[config.mk]
export PLATFORM = sky130hd
export DESIGN_NAME = ibrk_bank
export DESIGN_NICKNAME = d
export VERILOG_FILES = /design/src/rtl/ibrk_pkg.sv /design/src/rtl/ibrk_regs.sv /design/src/rtl/ibrk_cmp.sv /design/src/rtl/ibrk_evt.sv /design/src/rtl/ibrk_bank.sv
export SDC_FILE = /design/constraint.sdc
export NUM_CORES = 1
export LEC_CHECK = 0
export BUFFER_PORTS_ARGS = -buffer_cell sky130_fd_sc_hd__buf_2
export CAP_MARGIN = 20
export CORE_ASPECT_RATIO = 0.75
export CORE_MARGIN = 2
export CORE_UTILIZATION = 25
export CTS_CLUSTER_DIAMETER = 120
export DETAILED_ROUTE_END_ITERATION = 7
export PLACE_DENSITY = 0.49
export SETUP_SLACK_MARGIN = 0.1
export SLEW_MARGIN = 20
export SYNTH_ARGS = -nofsm -noshare
export SYNTH_HDL_FRONTEND = slang
export SYNTH_SLANG_ARGS = --single-unit
[constraint.sdc]
create_clock -name clk -period 6.6 [get_ports clk]
set_input_delay 0.33 -clock clk [delete_from_list [all_inputs] [get_ports clk]]
set_output_delay 0.33 -clock clk [all_outputs]
set_load 0.005 [all_outputs]
[src/rtl/ibrk_pkg.sv]
package ibrk_pkg;

  typedef enum logic [2:0] {
    KIND_ADDR        = 3'b000,
    KIND_ADDR_LINKED = 3'b001,
    KIND_CTX         = 3'b010,
    KIND_ADDR_INV    = 3'b100
  } kind_e;

  // Control word layout; field positions are decoded by the comparators.
  typedef struct packed {
    logic [2:0] rsvd_hi;   // 31:29
    logic [4:0] mask;      // 28:24
    logic       rsvd23;    // 23
    logic [2:0] kind;      // 22:20
    logic [3:0] link;      // 19:16
    logic [6:0] rsvd_mid;  // 15:9
    logic [3:0] bas;       // 8:5
    logic [1:0] rsvd_lo;   // 4:3, read as zero
    logic [1:0] mode_sel;  // 2:1
    logic       en;        // 0
  } bctl_t;

  localparam logic [31:0] CTL_RAZ_BITS = 32'h0000_0018;

  // Byte lanes touched by a fetch of the given size at the given halfword.
  function automatic logic [3:0] fetch_lanes(input logic word, input logic half_hi);
    if (word) return 4'b1111;
    return half_hi ? 4'b1100 : 4'b0011;
  endfunction

  // Address bits taking part in the compare for a given mask width.
  function automatic logic [31:0] care_mask(input logic [4:0] m);
    logic [31:0] low;
    low = (32'd1 << m) - 32'd1;
    return ~low & 32'hFFFF_FFFC;
  endfunction

  // Mode filter: modes are 00 user, 01 supervisor, 10 system, 11 other privileged.
  function automatic logic mode_pass(input logic [1:0] sel, input logic [1:0] cur);
    case (sel)
      2'b00:   return cur != 2'b11;
      2'b01:   return cur != 2'b00;
      2'b10:   return cur == 2'b00;
      default: return 1'b1;
    endcase
  endfunction

  function automatic logic [31:0] ctl_scrub(input logic [31:0] w);
    return w & ~CTL_RAZ_BITS;
  endfunction

endpackage

[src/rtl/ibrk_regs.sv]
module ibrk_regs
  import ibrk_pkg::*;
#(
  parameter int unsigned NUM_PAIRS = 4,
  parameter int unsigned IDX_W     = 2
) (
  input  logic                            clk,
  input  logic                            rst_n,
  input  logic                            wr_en,
  input  logic                            wr_ctl,
  input  logic [IDX_W-1:0]                idx,
  input  logic [31:0]                     wdata,
  output logic [31:0]                     rdata,
  output logic [NUM_PAIRS-1:0][31:0]      val_o,
  output bctl_t [NUM_PAIRS-1:0]           ctl_o
);

  logic [NUM_PAIRS-1:0][31:0] val_q;
  bctl_t [NUM_PAIRS-1:0]      ctl_q;
  logic                       idx_ok;

  assign idx_ok = 32'(idx) < NUM_PAIRS;

  always_ff @(posedge clk or negedge rst_n) begin
    if (!rst_n) begin
      for (int i = 0; i < NUM_PAIRS; i++) begin
        val_q[i] <= '0;
        ctl_q[i] <= '0;
      end
    end else if (wr_en && idx_ok) begin
      if (wr_ctl) ctl_q[idx] <= bctl_t'(ctl_scrub(wdata));
      else        val_q[idx] <= wdata;
    end
  end

  always_comb begin
    rdata = '0;
    if (idx_ok) rdata = wr_ctl ? 32'(ctl_q[idx]) : val_q[idx];
  end

  assign val_o = val_q;
  assign ctl_o = ctl_q;

  a_r2_reserved_raz: assert property (@(posedge clk) disable iff (!rst_n)
    wr_ctl |-> (rdata[4:3] == 2'b00));

endmodule

[src/rtl/ibrk_cmp.sv]
module ibrk_cmp
  import ibrk_pkg::*;
(
  input  logic        clk,
  input  logic        rst_n,
  input  logic [31:0] val,
  input  bctl_t       ctl,
  input  logic [31:0] f_addr,
  input  logic        f_word,
  input  logic [1:0]  f_mode,
  input  logic [31:0] f_ctx,
  input  logic        link_ctx_ok,
  output logic        hit,
  output logic        ctx_ok
);

  logic addr_eq, lane_hit, addr_match, mode_ok, ctx_eq, raw;
  logic unused_ctl_bits;

  assign unused_ctl_bits = ^{ctl.rsvd_hi, ctl.rsvd23, ctl.rsvd_mid, ctl.rsvd_lo, ctl.link};

  always_comb begin
    addr_eq    = ((f_addr ^ val) & care_mask(ctl.mask)) == 32'd0;
    lane_hit   = |(ctl.bas & fetch_lanes(f_word, f_addr[1]));
    addr_match = addr_eq && lane_hit;
    mode_ok    = mode_pass(ctl.mode_sel, f_mode);
    ctx_eq     = f_ctx == val;
    ctx_ok     = ctl.en && (ctl.kind == KIND_CTX) && ctx_eq;
    case (ctl.kind)
      KIND_ADDR:        raw = addr_match;
      KIND_ADDR_LINKED: raw = addr_match && link_ctx_ok;
      KIND_CTX:         raw = ctx_eq;
      KIND_ADDR_INV:    raw = !addr_match;
      default:          raw = 1'b0;
    endcase
    hit = ctl.en && mode_ok && raw;
  end

  // a linked pair never hits unless its partner matched the context
  a_r8_link_needs_ctx: assert property (@(posedge clk) disable iff (!rst_n)
    (hit && ctl.kind == KIND_ADDR_LINKED) |-> link_ctx_ok);

  // a context pair only hits on an exact context ID
  a_r7_ctx_needs_equal: assert property (@(posedge clk) disable iff (!rst_n)
    (hit && ctl.kind == KIND_CTX) |-> (f_ctx == val));

endmodule

[src/rtl/ibrk_evt.sv]
module ibrk_evt #(
  parameter int unsigned NUM_PAIRS = 4
) (
  input  logic                 clk,
  input  logic                 rst_n,
  input  logic                 f_valid,
  input  logic [NUM_PAIRS-1:0] raw_hits,
  output logic                 ev,
  output logic [NUM_PAIRS-1:0] hits
);

  always_ff @(posedge clk or negedge rst_n) begin
    if (!rst_n) begin
      ev   <= 1'b0;
      hits <= '0;
    end else begin
      ev   <= f_valid && (|raw_hits);
      hits <= f_valid ? raw_hits : '0;
    end
  end

  a_r10_event_after_fetch: assert property (@(posedge clk) disable iff (!rst_n)
    ev |-> $past(f_valid));

  a_r10_hits_imply_event: assert property (@(posedge clk) disable iff (!rst_n)
    (|hits) |-> ev);

endmodule

[src/rtl/ibrk_bank.sv]
module ibrk_bank
  import ibrk_pkg::*;
#(
  parameter int unsigned NUM_PAIRS = 4,
  localparam int unsigned IDX_W = (NUM_PAIRS > 1) ? $clog2(NUM_PAIRS) : 1
) (
  input  logic                 clk,
  input  logic                 rst_n,
  input  logic                 reg_wr,
  input  logic                 reg_ctl,
  input  logic [IDX_W-1:0]     reg_idx,
  input  logic [31:0]          reg_wdata,
  output logic [31:0]          reg_rdata,
  input  logic                 fetch_valid,
  input  logic [31:0]          fetch_addr,
  input  logic                 fetch_word,
  input  logic [1:0]           fetch_mode,
  input  logic [31:0]          fetch_ctx,
  output logic                 bp_event,
  output logic [NUM_PAIRS-1:0] bp_hits
);

  logic [NUM_PAIRS-1:0][31:0] val_w;
  bctl_t [NUM_PAIRS-1:0]      ctl_w;
  logic [NUM_PAIRS-1:0]       ctx_ok_w;
  logic [NUM_PAIRS-1:0]       link_ok_w;
  logic [NUM_PAIRS-1:0]       raw_hits_w;

  ibrk_regs #(.NUM_PAIRS(NUM_PAIRS), .IDX_W(IDX_W)) u_regs (
    .clk   (clk),
    .rst_n (rst_n),
    .wr_en (reg_wr),
    .wr_ctl(reg_ctl),
    .idx   (reg_idx),
    .wdata (reg_wdata),
    .rdata (reg_rdata),
    .val_o (val_w),
    .ctl_o (ctl_w)
  );

  for (genvar g = 0; g < NUM_PAIRS; g++) begin : g_pair
    always_comb begin
      if (32'(ctl_w[g].link) < NUM_PAIRS) link_ok_w[g] = ctx_ok_w[ctl_w[g].link[IDX_W-1:0]];
      else                                 link_ok_w[g] = 1'b0;
    end

    ibrk_cmp u_cmp (
      .clk        (clk),
      .rst_n      (rst_n),
      .val        (val_w[g]),
      .ctl        (ctl_w[g]),
      .f_addr     (fetch_addr),
      .f_word     (fetch_word),
      .f_mode     (fetch_mode),
      .f_ctx      (fetch_ctx),
      .link_ctx_ok(link_ok_w[g]),
      .hit        (raw_hits_w[g]),
      .ctx_ok     (ctx_ok_w[g])
    );

    // a reported hit needs the pair enabled at the fetch
    a_r9_hit_needs_enable: assert property (@(posedge clk) disable iff (!rst_n)
      bp_hits[g] |-> $past(ctl_w[g].en));
  end

  ibrk_evt #(.NUM_PAIRS(NUM_PAIRS)) u_evt (
    .clk     (clk),
    .rst_n   (rst_n),
    .f_valid (fetch_valid),
    .raw_hits(raw_hits_w),
    .ev      (bp_event),
    .hits    (bp_hits)
  );

endmodule

==> reports/qor.txt <==
detailed-route vias per instance = 5.24
synthesized area divided by synthesized cell count = 12.0 um2
GPL Wtd Cong = 0.998
cell types occupying the most area after synthesis = sky130_fd_sc_hd__dfrtp_1, sky130_fd_sc_hd__mux2_1, sky130_fd_sc_hd__mux4_2
fraction of post-synthesis cell area in the top cell type by area = 40.3%
status = complete, no violations
number of top-level design ports = 143
Post-Syn Instances = 1309
maximum level of the CTS H-tree = 1
Synth Cell Area = 15700 um2
data required time of the critical path = 7090 ps
Die Width = 294 um
area enclosed by the die boundary = 64900 um2
Die Ht = 221 um
Inst Count DP = 2200
DRT Pass-1 Iters = 5
post-route worst setup slack = 2940 ps
average routed wire per standard cell = 28.6 um
total of max-cap violations = 0
final cycle utilization of the critical path = 55.5%
aggregate global routing overflow = 0
CP startpoint kind = flop
routed wire length = 64500 um
number of buffers added by the clock tree synthesis step = 28
Post-synth ARST share = 100%
synth warn = 0
power density of the placed cells = 319 nW/um2
final total negative setup slack = 0 ps
number of clock sinks = 253
area of all placed cells without fillers = 18300 um2
post-synthesis cell type with the largest combined area = sky130_fd_sc_hd__dfrtp_1
count of buffers added by post-CTS timing repair for setup = 0
number of nets still failing antenna checks after routing = 0
kind of critical path = flop to flop
setup slack after placement = 3180 ps
unrepaired setup endpoints after global routing = false
# DRC = 0
Port Buffer Count = 141
effective utilization at floorplan = 25.3%
via count of the first global-routing pass = 11800
number of antenna violations at the first check in global routing = 2
root buf cell = sky130_fd_sc_hd__clkbuf_16
clock latency of the later-clocked register in the worst-skew pair = 580 ps
startpoint of the most critical register-to-register path = u_regs.val_o[91]$_DFFE_PN0P_
half-perimeter wire length of the detailed placement result = 50700 um
final count of hold timing violations = 0
Worst Setup SP = u_regs.val_o[91]$_DFFE_PN0P_
Most used DFF post-synth = sky130_fd_sc_hd__dfrtp_1
number of synthesized register bits = 253
relative slew slack = 27.6%
core area = 62100 um2
DRT iter0 DRCs = 1329
clock slew at the register clock pins of the worst setup and hold paths = 60 ps
number of resized instances in the post-cts repair step = 0
time the final worst path needs with I/O delays and setup = 3660 ps
TritonCTS clock tree = yes
final net count = 1530
GRT Resource Usage Total = 19.7%
largest net degree at the start of global routing = 154
number of enable-type register cells in the synthesized netlist = 0
Rows = 79
vias post-DR = 11800
crit path DAT = 4150 ps
Fin Clk Skew = 8.57 ps
Worst-Margin Slew = 1080 ps
Mapped Nets = 1415
Hold Path Class = input port to flop
count of final setup violators = 0
synthesis-to-finish area growth = 16.5%
start point of the worst min-delay path = fetch_valid
Final Non-Filler Cells = 2259
Max Slew Vio Count = 0
Worst Path Max Fanout = 4
Fmax = 273 MHz
Placement Cell Area = 17300 um2
share of layout cells above drive strength 1 = 21.5%
count of cell types in the netlist = 71
static leakage = 7.27 nW
type of destination of the critical path = flop
worst vdd ir = 0.000178 V
sequential share of the synthesized area = 40.3%
largest buffer count on any clock path = 3
first-pass GRT wire length = 92000 um
[where the power goes]
part / internal, mW / switching, mW / total [mW]
clock: 0.912 / 0.706 / 1.62
sequential: 1.89 / 0.543 / 2.43
combinational: 0.819 / 0.980 / 1.80
[routing by layer]
metal / vias to the layer above / wire length [um] / track usage [%]
li1: 5079 / - / -
met1: 6267 / 31900 / 31.6
met2: 445 / 27000 / 27.8
met3: 51 / 5120 / 3.55
met4: 0 / 593 / 2.30
met5: - / 0 / 0
[metrics by stage]
stage	hold WS, ps	util (%)	total power [mW]
after floorplan	34.4	-	3.33
after global placement	414	27.9	4.19
after detailed placement	425	27.9	4.21
after CTS	15.9	29.5	5.86
after global routing	52.8	29.5	6.11
final	48.8	29.5	5.85
[synthesized netlist by cell type, types with 5 or more instances]
cell type                   number
sky130_fd_sc_hd__o2111ai_1       6
sky130_fd_sc_hd__o21ai_1         9
sky130_fd_sc_hd__nand3_1        14
sky130_fd_sc_hd__o21ai_0        36
sky130_fd_sc_hd__clkbuf_1       59
sky130_fd_sc_hd__nor3b_1         5
sky130_fd_sc_hd__mux4_2         62
sky130_fd_sc_hd__mux2_2         30
sky130_fd_sc_hd__o211ai_1        7
sky130_fd_sc_hd__a211oi_1        5
sky130_fd_sc_hd__maj3_1          6
sky130_fd_sc_hd__mux2_1        247
sky130_fd_sc_hd__nand2_1        35
sky130_fd_sc_hd__and3_1          6
sky130_fd_sc_hd__nor2_1         34
sky130_fd_sc_hd__o31ai_1         8
sky130_fd_sc_hd__nor4_1         17
sky130_fd_sc_hd__o21a_1          5
sky130_fd_sc_hd__xor2_1        110
sky130_fd_sc_hd__nand4_1        30
sky130_fd_sc_hd__a21oi_1        30
sky130_fd_sc_hd__buf_1          18
sky130_fd_sc_hd__dfrtp_1       253
sky130_fd_sc_hd__inv_1          14
sky130_fd_sc_hd__xnor2_1       140
sky130_fd_sc_hd__a31oi_1         9
sky130_fd_sc_hd__nor3_1         22
[critical path, stage by stage (launching register included)]
cell and delay [ps]:
sky130_fd_sc_hd__dfrtp_1 410, sky130_fd_sc_hd__xnor2_1 360, sky130_fd_sc_hd__nand4_1 330, sky130_fd_sc_hd__nor4_1 900, sky130_fd_sc_hd__nand4bb_1 370, sky130_fd_sc_hd__or3b_1 470, sky130_fd_sc_hd__a311oi_2 270, sky130_fd_sc_hd__o21a_1 170
sky130_fd_sc_hd__a32oi_1 70, sky130_fd_sc_hd__o2111ai_1 210
[final timing paths]
path | endpoint | slack, ps | cells after the start
worst min register to register | u_regs.ctl_o[125]$_DFFE_PN0P_ | 480 | 1
worst max register to register | u_evt.ev$_DFF_PN0_ | 2940 | 9
worst min-delay path | u_evt.hits[1]$_DFF_PN0_ | 50 | 3
worst max-delay path | u_evt.ev$_DFF_PN0_ | 2940 | 9
max in group asynchronous | u_regs.val_o[36]$_DFFE_PN0P_ | 4840 | 3
min in group asynchronous | u_regs.ctl_o[115]$_DFFE_PN0P_ | 350 | 2
[cell type report]
class                           count  area [um2]
Inverter                           16        60.1
Sequential cell                   253        6330
Antenna cell                        3        7.51
Clock buffer                       38         778
Timing Repair Buffer              162         910
Tap cell                          810        1010
Multi-Input combinational cell    963        9070
Clock inverter                     14         149
Fill cell                        6390       43800
[cell usage in the layout, fill, tap and decap left out, drive strengths merged, types with 9 or more instances in the layout]
cell | Yosys | final
a21oi | 30 | 30
a31oi | 9 | 9
buf | 18 | 159
clkbuf | 59 | 38
clkinv | 0 | 9
dfrtp | 253 | 253
inv | 16 | 19
mux2 | 277 | 277
mux4 | 62 | 62
nand2 | 35 | 35
nand3 | 14 | 14
nand4 | 31 | 31
nor2 | 34 | 34
nor3 | 22 | 22
nor4 | 21 | 21
o21ai | 45 | 45
xnor2 | 140 | 140
xor2 | 110 | 110
[kinds of logic (layout without fill, tap and decap cells)]
family	after synthesis	after routing	share of synthesized area, %
AO/OA/AOI/OAI	164	164	7.06
XOR/XNOR	250	250	13.9
adder cells (fa/ha/maj)	6	6	0.382
buffers and inverters	93	230	2.22
flip-flops	253	253	40.3
multiplexers	343	343	29.0
other	0	3	0
AND/OR/NAND/NOR	200	200	7.16
[what timing repair did]
| action | CTS | global route |
|---|---|---|
| endpoints found under the setup margin | 0 | 0 |
| endpoints found under the hold margin | 106 | 0 |
| hold buffers | 3 | 0 |
[registers in the layout, indices dropped and copies added, names as in the netlist]
name / count
u_regs.ctl_o: 120
u_evt.ev: 1
u_regs.val_o: 128
u_evt.hits: 4
Note: power is estimated with default switching activity, not from simulation.
